## src/rtl/tmr_pkg.sv

```systemverilog
package tmr_pkg;

  localparam int unsigned TMR_DATA_W = 32;
  localparam int unsigned TMR_PRE_W  = 8;
  localparam int unsigned TMR_ADDR_W = 8;

  // control word bit positions
  localparam int unsigned CTL_RUN_BIT  = 0;
  localparam int unsigned CTL_AUTO_BIT = 1;
  localparam int unsigned CTL_IE_BIT   = 2;
  localparam int unsigned CTL_DIV_LSB  = 8;

  // register select, equal to byte offset bits [3:2]
  typedef enum logic [1:0] {
    SEL_START  = 2'd0,
    SEL_LIVE   = 2'd1,
    SEL_CTRL   = 2'd2,
    SEL_STATUS = 2'd3
  } reg_sel_e;

endpackage

```

## src/rtl/tmr_rst_sync.sv

```systemverilog
module tmr_rst_sync (
  input  logic clk,
  input  logic rst_n,
  output logic rst_sync_n
);

  logic [1:0] sync_q;
  logic [1:0] sync_d;

  always_comb begin
    sync_d = {sync_q[0], 1'b1};
  end

  always_ff @(posedge clk or negedge rst_n) begin
    if (!rst_n) begin
      sync_q <= 2'b00;
    end else begin
      sync_q <= sync_d;
    end
  end

  assign rst_sync_n = sync_q[1];

endmodule

```

## src/rtl/tmr_regs.sv

```systemverilog
module tmr_regs
  import tmr_pkg::*;
#(
  parameter int unsigned DATA_W = TMR_DATA_W,
  parameter int unsigned PRE_W  = TMR_PRE_W,
  parameter int unsigned ADDR_W = TMR_ADDR_W
) (
  input  logic              clk,
  input  logic              rst_n,
  input  logic              bus_en,
  input  logic              bus_we,
  input  logic [ADDR_W-1:0] bus_addr,
  input  logic [DATA_W-1:0] bus_wdata,
  output logic [DATA_W-1:0] bus_rdata,
  input  logic [DATA_W-1:0] live_cnt,
  input  logic              zero_evt,
  output logic [DATA_W-1:0] start_val,
  output logic              start_wr,
  output logic              ctl_run,
  output logic              ctl_auto,
  output logic              ctl_ie,
  output logic [PRE_W-1:0]  ctl_div,
  output logic              evt_flag
);

  localparam int unsigned HI_LSB = 4;

  logic     hit;
  reg_sel_e sel;
  logic     wr_ctrl;
  logic     wr_status;

  logic [DATA_W-1:0] start_q, start_d;
  logic              run_q, run_d;
  logic              auto_q, auto_d;
  logic              ie_q, ie_d;
  logic [PRE_W-1:0]  div_q, div_d;
  logic              flag_q, flag_d;
  logic              ctrl_ce, start_ce;

  logic [DATA_W-1:0] ctrl_word;
  logic [DATA_W-1:0] status_word;

  // address decode
  always_comb begin
    hit = bus_en && (bus_addr[ADDR_W-1:HI_LSB] == '0) && (bus_addr[1:0] == 2'b00);
    sel = reg_sel_e'(bus_addr[3:2]);
    start_wr  = hit && bus_we && (sel == SEL_START);
    wr_ctrl   = hit && bus_we && (sel == SEL_CTRL);
    wr_status = hit && bus_we && (sel == SEL_STATUS);
  end

  // next state
  always_comb begin
    start_ce = start_wr;
    start_d  = bus_wdata;
    ctrl_ce  = wr_ctrl;
    run_d    = bus_wdata[CTL_RUN_BIT];
    auto_d   = bus_wdata[CTL_AUTO_BIT];
    ie_d     = bus_wdata[CTL_IE_BIT];
    div_d    = bus_wdata[CTL_DIV_LSB +: PRE_W];
    // event set outranks write-one clear
    flag_d = flag_q;
    if (wr_status && bus_wdata[0]) begin
      flag_d = 1'b0;
    end
    if (zero_evt) begin
      flag_d = 1'b1;
    end
  end

  // registers
  always_ff @(posedge clk or negedge rst_n) begin
    if (!rst_n) begin
      start_q <= '0;
      run_q   <= 1'b0;
      auto_q  <= 1'b0;
      ie_q    <= 1'b0;
      div_q   <= '0;
      flag_q  <= 1'b0;
    end else begin
      if (start_ce) begin
        start_q <= start_d;
      end
      if (ctrl_ce) begin
        run_q  <= run_d;
        auto_q <= auto_d;
        ie_q   <= ie_d;
        div_q  <= div_d;
      end
      flag_q <= flag_d;
    end
  end

  // read data
  always_comb begin
    ctrl_word = '0;
    ctrl_word[CTL_RUN_BIT]  = run_q;
    ctrl_word[CTL_AUTO_BIT] = auto_q;
    ctrl_word[CTL_IE_BIT]   = ie_q;
    ctrl_word[CTL_DIV_LSB +: PRE_W] = div_q;
    status_word    = '0;
    status_word[0] = flag_q;
    bus_rdata = '0;
    if (hit && !bus_we) begin
      unique case (sel)
        SEL_START:  bus_rdata = start_q;
        SEL_LIVE:   bus_rdata = live_cnt;
        SEL_CTRL:   bus_rdata = ctrl_word;
        SEL_STATUS: bus_rdata = status_word;
        default:    bus_rdata = '0;
      endcase
    end
  end

  assign start_val = start_q;
  assign ctl_run   = run_q;
  assign ctl_auto  = auto_q;
  assign ctl_ie    = ie_q;
  assign ctl_div   = div_q;
  assign evt_flag  = flag_q;

  AST_EVENT_SETS_FLAG: assert property (@(posedge clk) disable iff (!rst_n)
    zero_evt |=> flag_q);

  AST_FLAG_STICKY: assert property (@(posedge clk) disable iff (!rst_n)
    (flag_q && !(wr_status && bus_wdata[0])) |=> flag_q);

  AST_CTRL_HOLDS: assert property (@(posedge clk) disable iff (!rst_n)
    !wr_ctrl |=> ($stable(run_q) && $stable(div_q) && $stable(ie_q)));

endmodule

```

## src/rtl/tmr_prescaler.sv

```systemverilog
module tmr_prescaler
  import tmr_pkg::*;
#(
  parameter int unsigned PRE_W = TMR_PRE_W
) (
  input  logic             clk,
  input  logic             rst_n,
  input  logic             run,
  input  logic             restart,
  input  logic [PRE_W-1:0] div,
  output logic             tick
);

  logic [PRE_W-1:0] phase_q, phase_d;

  always_comb begin
    tick = run && !restart && (phase_q >= div);
    if (!run || restart || tick) begin
      phase_d = '0;
    end else begin
      phase_d = phase_q + 1'b1;
    end
  end

  always_ff @(posedge clk or negedge rst_n) begin
    if (!rst_n) begin
      phase_q <= '0;
    end else begin
      phase_q <= phase_d;
    end
  end

  AST_IDLE_PHASE_ZERO: assert property (@(posedge clk) disable iff (!rst_n)
    !run |=> (phase_q == '0));

  AST_RESTART_PHASE: assert property (@(posedge clk) disable iff (!rst_n)
    restart |=> (phase_q == '0));

endmodule

```

## src/rtl/tmr_counter.sv

```systemverilog
module tmr_counter
  import tmr_pkg::*;
#(
  parameter int unsigned DATA_W = TMR_DATA_W
) (
  input  logic              clk,
  input  logic              rst_n,
  input  logic              load,
  input  logic [DATA_W-1:0] load_val,
  input  logic              tick,
  input  logic              auto_rl,
  input  logic [DATA_W-1:0] refill_val,
  output logic [DATA_W-1:0] cnt,
  output logic              zero_evt
);

  localparam logic [DATA_W-1:0] ONE = DATA_W'(1);

  logic [DATA_W-1:0] cnt_q, cnt_d;
  logic              at_zero;

  always_comb begin
    at_zero  = (cnt_q == '0);
    zero_evt = tick && !load && (cnt_q == ONE);
    cnt_d    = cnt_q;
    if (load) begin
      cnt_d = load_val;
    end else if (tick) begin
      if (at_zero) begin
        cnt_d = auto_rl ? refill_val : '0;
      end else begin
        cnt_d = cnt_q - ONE;
      end
    end
  end

  always_ff @(posedge clk or negedge rst_n) begin
    if (!rst_n) begin
      cnt_q <= '0;
    end else if (load || tick) begin
      cnt_q <= cnt_d;
    end
  end

  assign cnt = cnt_q;

  AST_LOAD_PRESETS: assert property (@(posedge clk) disable iff (!rst_n)
    load |=> (cnt_q == $past(load_val)));

  AST_HOLD_NO_TICK: assert property (@(posedge clk) disable iff (!rst_n)
    (!load && !tick) |=> $stable(cnt_q));

  AST_ONESHOT_STAYS: assert property (@(posedge clk) disable iff (!rst_n)
    (tick && !load && at_zero && !auto_rl) |=> (cnt_q == '0));

  AST_EVENT_AT_ZERO: assert property (@(posedge clk) disable iff (!rst_n)
    zero_evt |=> (cnt_q == '0));

  AST_REFILL: assert property (@(posedge clk) disable iff (!rst_n)
    (tick && !load && at_zero && auto_rl) |=> (cnt_q == $past(refill_val)));

endmodule

```

## src/rtl/cdt_timer.sv

```systemverilog
module cdt_timer
  import tmr_pkg::*;
#(
  parameter int unsigned DATA_W = TMR_DATA_W,
  parameter int unsigned PRE_W  = TMR_PRE_W,
  parameter int unsigned ADDR_W = TMR_ADDR_W
) (
  input  logic              clk,
  input  logic              rst_n,
  input  logic              bus_en,
  input  logic              bus_we,
  input  logic [ADDR_W-1:0] bus_addr,
  input  logic [DATA_W-1:0] bus_wdata,
  output logic [DATA_W-1:0] bus_rdata,
  output logic              irq
);

  logic              rst_i_n;
  logic [DATA_W-1:0] live_cnt;
  logic              zero_evt;
  logic [DATA_W-1:0] start_val;
  logic              start_wr;
  logic              ctl_run, ctl_auto, ctl_ie;
  logic [PRE_W-1:0]  ctl_div;
  logic              evt_flag;
  logic              tick;
  logic              irq_q, irq_d;

  tmr_rst_sync u_rst (
    .clk        (clk),
    .rst_n      (rst_n),
    .rst_sync_n (rst_i_n)
  );

  tmr_regs #(
    .DATA_W (DATA_W),
    .PRE_W  (PRE_W),
    .ADDR_W (ADDR_W)
  ) u_regs (
    .clk       (clk),
    .rst_n     (rst_i_n),
    .bus_en    (bus_en),
    .bus_we    (bus_we),
    .bus_addr  (bus_addr),
    .bus_wdata (bus_wdata),
    .bus_rdata (bus_rdata),
    .live_cnt  (live_cnt),
    .zero_evt  (zero_evt),
    .start_val (start_val),
    .start_wr  (start_wr),
    .ctl_run   (ctl_run),
    .ctl_auto  (ctl_auto),
    .ctl_ie    (ctl_ie),
    .ctl_div   (ctl_div),
    .evt_flag  (evt_flag)
  );

  tmr_prescaler #(
    .PRE_W (PRE_W)
  ) u_pre (
    .clk     (clk),
    .rst_n   (rst_i_n),
    .run     (ctl_run),
    .restart (start_wr),
    .div     (ctl_div),
    .tick    (tick)
  );

  tmr_counter #(
    .DATA_W (DATA_W)
  ) u_cnt (
    .clk        (clk),
    .rst_n      (rst_i_n),
    .load       (start_wr),
    .load_val   (bus_wdata),
    .tick       (tick),
    .auto_rl    (ctl_auto),
    .refill_val (start_val),
    .cnt        (live_cnt),
    .zero_evt   (zero_evt)
  );

  always_comb begin
    irq_d = evt_flag && ctl_ie;
  end

  always_ff @(posedge clk or negedge rst_i_n) begin
    if (!rst_i_n) begin
      irq_q <= 1'b0;
    end else begin
      irq_q <= irq_d;
    end
  end

  assign irq = irq_q;

  AST_IRQ_LAGS_ONE: assert property (@(posedge clk) disable iff (!rst_i_n)
    1'b1 |=> (irq_q == $past(evt_flag && ctl_ie)));

  AST_IRQ_NEEDS_IE: assert property (@(posedge clk) disable iff (!rst_i_n)
    !ctl_ie |=> !irq_q);

endmodule

```

## config.mk

```make
export PLATFORM = sky130hd
export DESIGN_NAME = cdt_timer
export DESIGN_NICKNAME = d
export VERILOG_FILES = /design/src/rtl/tmr_pkg.sv /design/src/rtl/tmr_rst_sync.sv /design/src/rtl/tmr_regs.sv /design/src/rtl/tmr_prescaler.sv /design/src/rtl/tmr_counter.sv /design/src/rtl/cdt_timer.sv
export SDC_FILE = /design/constraint.sdc
export NUM_CORES = 1
export LEC_CHECK = 0
export BUFFER_PORTS_ARGS = -buffer_cell sky130_fd_sc_hd__buf_2
export CELL_PAD_IN_SITES_DETAIL_PLACEMENT = 1
export CELL_PAD_IN_SITES_GLOBAL_PLACEMENT = 1
export CORE_MARGIN = 2
export CORE_UTILIZATION = 42
export DETAILED_ROUTE_END_ITERATION = 12
export PLACE_DENSITY_LB_ADDON = 0.1
export SLEW_MARGIN = 20
export SYNTH_ARGS = -nofsm -noshare
export SYNTH_HDL_FRONTEND = slang
export SYNTH_SLANG_ARGS = --single-unit
export TNS_END_PERCENT = 30
```

## constraint.sdc

```tcl
create_clock -name clk -period 3 [get_ports clk]
set_input_delay 0.3 -clock clk [delete_from_list [all_inputs] [get_ports clk]]
set_output_delay 0.3 -clock clk [all_outputs]
set_load 0.05 [all_outputs]
```

==> After elaboration in Yosys (flattened, before gate mapping) <==
Index checks and enable logic that the tools add are counted.
W data, S select, Z words.
{ "op_classes": {"n_addsub": 2, "magnitude_cmp": 1, "n_eq_ne": 4, "n_mux": 9, "reduce_logical": 26} }
{ "ops": {"columns": ["cell", "count"], "rows": [
  ["$mux W32", 5],
  ["$pmux W32 S4", 1],
  ["$eq A32 B1 Y1 const B", 1],
  ["$logic_not A32 Y1", 1],
  ["$sub A32 B1 Y32 const B", 1],
  ["$logic_and A1 B1 Y1", 13],
  ["$add A8 B1 Y8 const B", 1],
  ["$ge A8 B8 Y1", 1],
  ["$mux W8", 1],
  ["$eq A2 B2 Y1 const B", 2],
  ["$logic_not A2 Y1", 2],
  ["$logic_not A4 Y1", 1],
  ["$reduce_bool A2 Y1", 2],
  ["$logic_not A1 Y1", 3],
  ["$logic_or A1 B1 Y1", 3],
  ["$eq A2 B1 Y1 const B", 1],
  ["$mux W1", 2],
  ["$reduce_and A2 Y1", 1]
]} }
{ "word_totals": {"reg_bits": 87, "inputBits": 44, "out_inout_bits": 33, "wordCells": 52} }

==> Depth between registers and ports, before layout <==
{ "depth": {"ltp_word": 11, "ltp_mapped": 10, "depth_no_buf": 8} }

==> Hierarchy <==
From an unflattened synthesis, not the netlist that was laid out.
{ "hier_totals": {"cells_unflattened": 545, "area_unflattened_um2": 5776.8} }
{ "by_module_without_submodules": {"columns": ["module", "n_inst", "cells_each", "area_each_um2", "seq_area_each_um2"], "rows": [
  ["tmr_counter", 1, 282, 2592.5, 800.8],
  ["tmr_regs", 1, 198, 2473.6, 1101.1],
  ["tmr_prescaler", 1, 60, 625.6, 200.2],
  ["tmr_rst_sync", 1, 3, 53.8, 50.0],
  ["cdt_timer", 1, 2, 31.3, 25.0]
]} }

==> Worst setup path before layout <==
OpenSTA, ideal clock, no wires.
{ "synth_timing": {"path_kind": "input-to-output", "from": "in bus_addr[6]", "to": "out bus_rdata[16]", "arrival_ns": 2.310, "required_time_ns": 2.700, "setup_slack_ns": 0.390, "stages": 5, "path_buffers": 1, "path_cell_list": "nor4b_1 > nand2_1 > or2_2 > clkbuf_1 > nor2_1"} }
{ "synth_between": {"elab_chain_cells": 5} }
{ "synth_rtl": {"columns": ["item", "line_no", "rtl"], "rows": [
  ["start: declaration", "cdt_timer.sv:12", "input logic [ADDR_W-1:0] bus_addr,"],
  ["$logic_not A4 Y1", "tmr_regs.sv:46", "hit = bus_en && (bus_addr[ADDR_W-1:HI_LSB] == '0) && (bus_addr[1:0] == 2'b00);"],
  ["$logic_and A1 B1 Y1 (2 in series)", "tmr_regs.sv:46", null],
  ["$logic_and A1 B1 Y1", "tmr_regs.sv:105", "if (hit && !bus_we) begin"],
  ["$mux W32", "tmr_regs.sv:105", null],
  ["end: declaration", "cdt_timer.sv:14", "output logic [DATA_W-1:0] bus_rdata,"]
]} }
No other way between the ends.

==> Final worst setup path <==
{ "layout_timing": {"from": "reg u_cnt.cnt_q[27], in the netlist u_cnt.cnt[27]", "to": "reg u_cnt.cnt_q[25], in the netlist u_cnt.cnt[25]"} }
{ "layout_between": {"elab_chain_cells": 4} }
{ "layout_rtl": {"columns": ["item", "line_no", "rtl"], "rows": [
  ["start: declaration", "tmr_counter.sv:19", "logic [DATA_W-1:0] cnt_q, cnt_d;"],
  ["start signal: assignment", "tmr_counter.sv:41", "cnt_q <= cnt_d;"],
  ["$logic_not A32 Y1", "tmr_counter.sv:23", "at_zero = (cnt_q == '0);"],
  ["$mux W32", "tmr_counter.sv:29", "if (at_zero) begin"],
  ["$mux W32", "tmr_counter.sv:28", "end else if (tick) begin"],
  ["$mux W32", "tmr_counter.sv:26", "if (load) begin"]
]} }
No other way between the ends. The select of a mux whose other input is x is not followed.
A chain may end at the register's enable or synchronous reset.

==> results.ini <==
[status]
status=finished, final reports clean

[worst_setup_path]
cpMaxStageDelayCell=or4_4
critPathLaunchType=register
endpoint_kind=register
required_ns=3.24
cp_cell_sequence=or4_4 > or4_4 > o31ai_4 > or3_1 > o21ai_0 > a32o_1
cp_top_family=simple AND/OR/NAND/NOR gates
rr_startpoint=u_cnt.cnt[27]
critical_path_buf_inv_count=0
crit_path_max_fanout=11
worstRegToRegCells=6
cp_common_cell=or4_4
worstSetupPathType=register to register
r2r_slack_ns=0.23
slowest_delay_ns=0.58
r2r-end=u_cnt.cnt[25]
cp.arrival_ns=3.01

[floorplan]
rows=41
fp.dieW_um=118
die_area_um2=13900
ios=77
start_util=0.430
core-area_um2=12600
chipHeight_um=118

[clock_network]
clock-sinks=87
root_buffer=clkbuf_16
cts_htree_levels=3
numCtsBuffers=9
insertion_delay_ns=0.35
clk_pin_slew_ns=0.06
clk_path_buf_depth=2
cts_tree=done

[detailed_routing]
drt-total-wl_um=18800
drc=0
drt_iter0_drc=305
routedWlPerCell_um=20.5
vias_per_cell=5.88
drtPass1Iterations=5
drtAntennaViolNets=0
vias=5379

[synthesis]
syn_nets=709
synth_flop_cell=dfrtp_1
async_flop_share=1.00
avgSynthCellArea_um2=8.30
synth_largest_area_cell=dfrtp_1
synthTopCellsByCount=123 x nand2_1, 87 x dfrtp_1, 81 x nor2_1, 41 x o21ai_0, 39 x a21oi_1
synth_edf_count=0
synth_cells=654
synth.top_cells.by_area=dfrtp_1 40%, nand2_1 8.5%, mux2i_1 6.5%
yosys_warnings=0
yosysSeqAreaShare=0.401
yosysMostFrequentCell=nand2_1
synth_top_area_frac=0.401
ys_seq_elements=87
syn-cell-area_um2=5430
synth_cell_types=67

[grt]
grt_first_pass_wirelength_um=30600
grt.total_usage=0.280
antenna_found_initial=0
gr-total-overflow=0
grt_max_degree=54
grt_pass1_vias=5684

[run]
maxCapViolations=0

[timing]
fmax_mhz=361
rsz0062_at_grt=false
whs_ns=0.166
finClkSkew_ns=0.00933
setup_viol=0
fin_ws_ns=0.230
slew_headroom=0.474
tns_ns=0
worstMarginPinSlew_ns=0.784
finalHoldViolCount=0
layout_min_cycle_time_ns=2.77
period_share=0.923
final-max-slew-violation-count=0

[power_and_ir_drop]
leakage_nw=3.05
powerDensity_nw_per_um2=453
finalPower_mw=2.91
irDropWorstVdd_mv=0.275

[finish]
areaGrowthSynthToFinish_pct=18.5
fillers=1606
ff_latch_area_um2=2180
multi_input_area_um2=3020
drive_above_1_share=0.194
antenna_cells=0
final_nets=793

[worst_hold_path]
min_from=bus_wdata[28]
hold_depth=3
hold_path.class=input pin to register
hold_path_end=u_regs.start_val[28]

[placement]
dp_hpwl_um=13800
post-place-ws_ns=0.188
portBuffers=76
routabilityCongestion=0.890

==> metal layers <==
layer / global-route usage / vias to the layer above / wire [um]
met1: 0.375 / 2700 / 8700
met4: 0.114 / 0 / 555
li1: - / 2502 / -
met5: 0 / - / 0
met2: 0.452 / 143 / 8700
met3: 0.0441 / 34 / 829
==> cells by family after synthesis <==
logic type	share of synthesized area
simple gates	0.268
other cells	0.000691
flops	0.401
fa+ha+maj	0.0254
xor+xnor	0.0161
compound gates	0.172
mux	0.0728
buf+inv	0.0436
==> layout by cell type, fill, tap and decap left out, types with 4 or more instances in the layout <==
cell	count
a31oi_1	10
xor2_1	6
o31ai_1	5
o21ai_0	40
nand2b_1	4
dfrtp_1	86
nor2_1	81
or3_1	5
ha_1	11
inv_1	14
nand2_1	123
mux2i_1	35
a21oi_1	39
and2_1	6
a221oi_1	6
nand4_1	6
nor3_1	16
nor4_1	12
xnor2_1	4
and3_1	8
a32o_1	4
buf_4	32
buf_2	76
nand3_1	24
clkbuf_16	9
or4_1	6
==> cell type report <==
class / instances / area share
Clock buffer: 11 / 0.0377
Clock inverter: 5 / 0.00875
Inverter: 14 / 0.00817
Multi-Input combinational cell: 515 / 0.469
Sequential cell: 87 / 0.339
Tap cell: 172 / 0.0334
Timing Repair Buffer: 111 / 0.104
==> worst max-delay path by stage <==
stage	from	end	slack, ns	depth (start not counted)
after floorplan	bus_addr[6]	bus_rdata[16]	0.39	5
after global routing	u_cnt.cnt[27]	u_cnt.cnt[11]	0.09	7
after detailed placement	u_pre.phase_q[0]	u_cnt.cnt[8]	0.19	9
after global placement	u_pre.phase_q[0]	u_cnt.cnt[4]	0.28	9
after CTS	u_pre.phase_q[0]	u_cnt.cnt[5]	0.17	9
final	u_cnt.cnt[27]	u_cnt.cnt[25]	0.23	6
==> sequential cells by signal, indices dropped and copies added, names as in the netlist <==
| register | count |
|---|---|
| u_rst.sync_q | 2 |
| u_regs.ctl_run | 1 |
| u_cnt.cnt | 32 |
| u_regs.evt_flag | 1 |
| u_regs.ctl_ie | 1 |
| u_regs.ctl_auto | 1 |
| irq | 1 |
| u_regs.start_val | 32 |
| u_regs.ctl_div | 8 |
| u_pre.phase_q | 8 |
==> metrics by stage <==
stage          instance area (um^2)  cells  utilization
6_report                       6430    915        0.510
3_3_place_gp                   6120    898        0.485
2_1_floorplan                  5430    654            -
4_1_cts                        6430    915        0.510
3_5_place_dp                   6120    898        0.485
5_1_grt                        6430    915        0.510
==> power by group <==
| part | internal (mW) | switching, mW | leakage [nW] |
|---|---|---|---|
| clock network | 0.669 | 0.490 | 0.146 |
| registers | 1.25 | 0.105 | 1.12 |
| logic | 0.174 | 0.227 | 1.78 |
| total | 2.09 | 0.822 | 3.05 |
==> worst reg2reg max path: cells and delay by family, from the launching register on <==
kind	cells	cell delay, ns
AOI/OAI and AO/OA	3	0.87
DFF	1	0.42
and+or+nand+nor	3	1.36
==> what timing repair did <==
item | CTS | global route
endpoints found under the hold margin | 2 | 0
hold buffers | 1 | 0
setup buffers | 0 | 0
resized for setup | 0 | 0
Note: power is estimated with default switching activity, not from simulation.
